===== src/rtl/gpio_bank_pkg.sv =====
// Shared types for the GPIO register bank.
package gpio_bank_pkg;
    // Register kind, carried in the upper two address bits.
    typedef enum logic [1:0] {
        KIND_IN  = 2'd0,
        KIND_OUT = 2'd1,
        KIND_POL = 2'd2,
        KIND_DIR = 2'd3
    } reg_kind_e;
endpackage


===== src/rtl/gpio_sync.sv =====
// Multi-stage synchroniser for pad inputs.
// Assumes: STAGES >= 1; inputs may be asynchronous to clk.
module gpio_sync #(
    parameter int W      = 16,
    parameter int STAGES = 2
) (
    input  logic         clk,
    input  logic         rst_n,
    input  logic [W-1:0] d,
    output logic [W-1:0] q
);
    logic [W-1:0] stage_q [STAGES];

    generate
        for (genvar s = 0; s < STAGES; s++) begin : g_stage
            // Shift one stage along the chain.
            always_ff @(posedge clk) begin
                if (!rst_n) stage_q[s] <= '0;
                else if (s == 0) stage_q[s] <= d;
                else stage_q[s] <= stage_q[(s == 0) ? 0 : s-1];
            end
        end
    endgenerate

    assign q = stage_q[STAGES-1];
endmodule


===== src/rtl/gpio_port.sv =====
// One byte-wide port: drive value, inversion mask and direction registers.
// Assumes: the write strobes are already decoded and at most one is set per cycle.
module gpio_port #(
    parameter int W = 8
) (
    input  logic         clk,
    input  logic         rst_n,
    input  logic         wr_out,
    input  logic         wr_pol,
    input  logic         wr_dir,
    input  logic [W-1:0] wdata,
    output logic [W-1:0] out_q,
    output logic [W-1:0] pol_q,
    output logic [W-1:0] dir_q
);
    // Drive-value register, reset to all ones.
    always_ff @(posedge clk) begin
        if (!rst_n) out_q <= '1;
        else if (wr_out) out_q <= wdata;
    end

    // Inversion mask, reset to pass-through.
    always_ff @(posedge clk) begin
        if (!rst_n) pol_q <= '0;
        else if (wr_pol) pol_q <= wdata;
    end

    // Direction register, reset to all inputs.
    always_ff @(posedge clk) begin
        if (!rst_n) dir_q <= '1;
        else if (wr_dir) dir_q <= wdata;
    end
endmodule


===== src/rtl/gpio_bank.sv =====
// GPIO register bank: byte ports with direction, drive value and read
// inversion, plus input capture at the read strobe.
// Assumes: the host issues single-cycle strobes; addresses past the last
// port read as zero and write nothing.
module gpio_bank #(
    parameter int PORT_W      = 8,
    parameter int NUM_PORTS   = 2,
    parameter int SYNC_STAGES = 2,
    localparam int PIN_W  = PORT_W * NUM_PORTS,
    localparam int SEL_W  = (NUM_PORTS > 1) ? $clog2(NUM_PORTS) : 1,
    localparam int ADDR_W = 2 + SEL_W
) (
    input  logic              clk,
    input  logic              rst_n,
    input  logic              wr_en,
    input  logic              rd_en,
    input  logic [ADDR_W-1:0] addr,
    input  logic [PORT_W-1:0] wdata,
    output logic [PORT_W-1:0] rdata,
    input  logic [PIN_W-1:0]  pin_in,
    output logic [PIN_W-1:0]  pin_out,
    output logic [PIN_W-1:0]  pin_oe
);
    import gpio_bank_pkg::*;

    reg_kind_e         kind;
    logic [SEL_W-1:0]  sel;
    logic [PIN_W-1:0]  pin_sync;
    logic [PORT_W-1:0] out_q [NUM_PORTS];
    logic [PORT_W-1:0] pol_q [NUM_PORTS];
    logic [PORT_W-1:0] dir_q [NUM_PORTS];
    logic [PORT_W-1:0] rd_mux;

    assign kind = reg_kind_e'(addr[ADDR_W-1 -: 2]);
    assign sel  = addr[SEL_W-1:0];

    gpio_sync #(.W(PIN_W), .STAGES(SYNC_STAGES)) u_sync (
        .clk  (clk),
        .rst_n(rst_n),
        .d    (pin_in),
        .q    (pin_sync)
    );

    generate
        for (genvar p = 0; p < NUM_PORTS; p++) begin : g_port
            logic hit;
            assign hit = wr_en && (sel == SEL_W'(p));

            gpio_port #(.W(PORT_W)) u_port (
                .clk   (clk),
                .rst_n (rst_n),
                .wr_out(hit && kind == KIND_OUT),
                .wr_pol(hit && kind == KIND_POL),
                .wr_dir(hit && kind == KIND_DIR),
                .wdata (wdata),
                .out_q (out_q[p]),
                .pol_q (pol_q[p]),
                .dir_q (dir_q[p])
            );

            assign pin_out[p*PORT_W +: PORT_W] = out_q[p];
            assign pin_oe [p*PORT_W +: PORT_W] = ~dir_q[p];

            // a direction write sets the enables to its inverse.
            a_r2_dir_write: assert property (@(posedge clk) disable iff (!rst_n)
                (wr_en && kind == KIND_DIR && sel == SEL_W'(p))
                |=> pin_oe[p*PORT_W +: PORT_W] == ~$past(wdata));

            // a drive-value write shows on the pins next cycle.
            a_r3_out_write: assert property (@(posedge clk) disable iff (!rst_n)
                (wr_en && kind == KIND_OUT && sel == SEL_W'(p))
                |=> pin_out[p*PORT_W +: PORT_W] == $past(wdata));

            // without a write to this byte, its drive value holds.
            a_r5_only_addressed: assert property (@(posedge clk) disable iff (!rst_n)
                !(wr_en && kind == KIND_OUT && sel == SEL_W'(p))
                |=> $stable(pin_out[p*PORT_W +: PORT_W]));

            // an input read returns the synchronised pins through the mask.
            a_r6_input_read: assert property (@(posedge clk) disable iff (!rst_n)
                (rd_en && kind == KIND_IN && sel == SEL_W'(p))
                |=> rdata == $past(pin_sync[p*PORT_W +: PORT_W] ^ pol_q[p]));

            // a drive-value read returns the register, not the pins.
            a_r8_out_read: assert property (@(posedge clk) disable iff (!rst_n)
                (rd_en && kind == KIND_OUT && sel == SEL_W'(p))
                |=> rdata == $past(pin_out[p*PORT_W +: PORT_W]));
        end
    endgenerate

    // Select the byte a read strobe would capture.
    always_comb begin
        rd_mux = '0;
        for (int p = 0; p < NUM_PORTS; p++) begin
            if (sel == SEL_W'(p)) begin
                case (kind)
                    KIND_IN:  rd_mux = pin_sync[p*PORT_W +: PORT_W] ^ pol_q[p];
                    KIND_OUT: rd_mux = out_q[p];
                    KIND_POL: rd_mux = pol_q[p];
                    default:  rd_mux = dir_q[p];
                endcase
            end
        end
    end

    // Capture read data on the strobe edge and hold it.
    always_ff @(posedge clk) begin
        if (!rst_n) rdata <= '0;
        else if (rd_en) rdata <= rd_mux;
    end

    // reset leaves all pins undriven at ones and rdata clear.
    a_r1_reset_state: assert property (@(posedge clk) disable iff (!rst_n)
        $past(!rst_n) |-> (pin_oe == '0 && pin_out == '1 && rdata == '0));

    // rdata changes only on a read strobe edge.
    a_r10_hold: assert property (@(posedge clk) disable iff (!rst_n)
        !rd_en |=> $stable(rdata));
endmodule


===== config.mk =====
export PLATFORM = sky130hd
export DESIGN_NAME = gpio_bank
export DESIGN_NICKNAME = d
export VERILOG_FILES = /design/src/rtl/gpio_bank_pkg.sv /design/src/rtl/gpio_sync.sv /design/src/rtl/gpio_port.sv /design/src/rtl/gpio_bank.sv
export SDC_FILE = /design/constraint.sdc
export NUM_CORES = 1
export LEC_CHECK = 0
export BUFFER_PORTS_ARGS = -buffer_cell sky130_fd_sc_hd__clkbuf_2
export CAP_MARGIN = 20
export CORE_ASPECT_RATIO = 0.7
export CORE_MARGIN = 2
export CORE_UTILIZATION = 33
export CTS_CLUSTER_SIZE = 40
export DETAILED_ROUTE_END_ITERATION = 7
export PLACE_DENSITY = 0.63
export SLEW_MARGIN = 20
export SYNTH_ARGS = -nofsm -noshare
export SYNTH_HDL_FRONTEND = slang
export SYNTH_SLANG_ARGS = --single-unit

===== constraint.sdc =====
create_clock -name clk -period 3.03 [get_ports clk]
set_clock_uncertainty 0.15 [all_clocks]
set_input_delay 0.303 -clock clk [delete_from_list [all_inputs] [get_ports clk]]
set_output_delay 0.303 -clock clk [all_outputs]
set_load 0.01 [all_outputs]

==> impl_metrics.ini <==
[sta]
fin_ws_ns = 1.31
fin_crit_ns = 1.72
rsz0062_at_grt = no
finalHoldViolCount = 0
tns_ns = 0
finalSetupViolations = 0
fin_crit_sh_pct = 56.7
relSlewSlack_pct = 40.9
tightest_slew_ns = 0.887
drv_slew = 0
max_freq_mhz = 582

[global_routing]
grt_pass1_vias = 2820
antenna_found_initial = 0
grt_max_degree = 41
grt.total_usage_pct = 16.0
grt_pass1_wl_mm = 14.5
grt_overflow = 0

[detailed_routing]
drcViolationCount = 0
wl_per_cell_um = 14.6
num_vias = 2925
ant_nets = 0
routed_wl_mm = 9.05
first_pass_iters = 5
drt-vias-per-instance = 4.72
drtIter0Drc = 171

[clocking]
cts_resized = 0
htreeDepth = 3
numClockSinks = 88
cts_tree = built
cts_buffer_depth = 2
clk_pin_slew_worst_paths_ns = 0.06
post_cts_buffers = 0
cts_made_buffers = 9
root_buffer = clkbuf_16
clk_latency_ns = 0.34
cts_hold_buf = 0

[critical_path]
cp_cell_sequence = clkbuf_2 -> mux2_2 -> a21oi_1 -> o21ai_0 -> nor3b_1
cp-end-kind = flip-flop
critical_path_arrival_ns = 1.80
worstSetupPathType = input port to flip-flop
cp_top_family = buffers and inverters
slowest_delay_ns = 0.66
worstSetupStartpointType = input port
required_ns = 3.11
path_max_fanout = 40
slowest_stage = clkbuf_2
crit_buf_inv = 1

[final_layout]
mostFrequentLayoutCell = nand2_1
layout_common_cells = nand2_1, dfxtp_1, clkbuf_2
drive_above_1_share_pct = 22.7
n_antenna_cell = 0
final_cells = 620
fin_nets = 498
synthToLayoutAreaGrowth_pct = 19.1

[placement]
hpwl_mm = 6.61
io_buffers = 70
dp_slack_ns = 0.961
gp_congestion = 0.967
dp.cells = 604

[logic_synthesis]
synth.distinct_cells = 36
synthArstFlopShare_pct = 0
synth_cells = 405
synth_area_sq_mm = 0.00362
yosysWarnings = 0
yosysSeqAreaShare_pct = 48.7
synth_top_area_cell = dfxtp_1
synth_fp_nets = 436
syn_avg_cell_area_sq_um = 8.93
synth_edf_count = 0
ys.flop_type = dfxtp_1
ys_ff_latch = 88
synth_top_area_share_pct = 48.7
synthTopCellsByArea = dfxtp_1, nand2_1, and2_1

[run_status]
outcome = complete, no violations

[pwr]
swShare_pct = 23.5
p_sw_mw = 0.602
power_mw = 2.56
pwr-share-comb_pct = 8.9
power.density_mw_per_mm2 = 593
clkPwrFrac_pct = 43.1
seqPwrFrac_pct = 48.1
ir_drop_mv = 0.259
power.leakage_nw = 1.82
power.internal_mw = 1.96

[floorplanning]
core_area_sq_mm = 0.0105
die_w_um = 129
die_y_um = 91.6
dieArea_sq_mm = 0.0118
start_util_pct = 34.4
rows = 31
pin_count = 71

[worst_hold_path]
hold_path.class = input port to flip-flop

[job]
maxCapViolCount = 0
## Yosys cell counts, drive strengths merged, types with 3 or more instances
cell type,number
buf,15
a21boi,16
nor3b,3
a211oi,5
mux2i,5
xnor2,16
o221ai,8
nand3,19
and2,32
inv,16
mux2,3
a21oi,11
dfxtp,88
o211ai,16
nand2b,17
o21ai,8
nor3,8
clkbuf,7
nor2,14
nor2b,6
nand2,91
## layer usage
metal | track usage [%] | share of wire, %
met5 | 0 | 0
met4 | 5.80 | 1.0
met3 | 4.55 | 8.1
met2 | 23.0 | 43
met1 | 22.7 | 48
## flip-flops by register name (all words and copies together), names as in the netlist
| signal | flops |
|---|---|
| rdata | 8 |
| u_sync.stage_q | 32 |
| g_port.u_port.pol_q | 16 |
| g_port.u_port.dir_q | 16 |
| g_port.u_port.out_q | 16 |
## through the flow
stage / utilization, % / hold slack, ns / area, sq um
finish: 41.0 / 0.0166 / 4310
global route: 41.0 / 0.0117 / 4310
CTS: 41.0 / 0.00977 / 4310
detailed placement: 38.2 / 0.271 / 4010
global placement: 38.2 / 0.270 / 4010
floorplan: - / 0.262 / 3620
## worst reg2reg max path: stages, from the launching register on
cell,delay [ns]
dfxtp_1,0.34
mux2_2,0.27
a21oi_1,0.14
o21ai_0,0.10
nor3b_1,0.16
## logic make-up (layout without fill, tap and decap cells)
kind of cell | count (synthesis) | count (layout) | synth area share (%)
simple gates | 191 | 191 | 26.3
flops | 88 | 88 | 48.7
compound gates | 64 | 64 | 12.6
buf+inv | 38 | 105 | 6.22
xor+xnor | 16 | 16 | 3.87
mux | 8 | 8 | 2.32
## path summary, 6_finish.rpt
kind / endpoint / slack, ns / start / depth (start not counted)
max: rdata[1] / 1.31 / addr[2] / 5
min: u_sync.stage_q[0][6] / 0.02 / pin_in[6] / 2
max reg2reg: rdata[1] / 1.76 / g_port[1].u_port.out_q[1] / 4
min reg2reg: u_sync.stage_q[1][8] / 0.28 / u_sync.stage_q[0][8] / 1
## power by group through the flow
stage	registers (mW)	clock network, mW	logic (mW)
2_1_floorplan	1.26	0	0.144
3_3_place_gp	1.25	0	0.224
3_5_place_dp	1.26	0	0.227
4_1_cts	1.23	1.13	0.228
5_1_grt	1.23	1.18	0.252
6_report	1.23	1.10	0.226
## cell type report
type	instances	area (sq um)
repair buffers	73	373
clock buffers	11	243
multi-input cells	279	1630
well taps	148	185
clock inverters	5	56.3
inverters	16	60.1
fillers	1049	6200
flip-flops and latches	88	1760
Power figures use the tool's default switching activity.
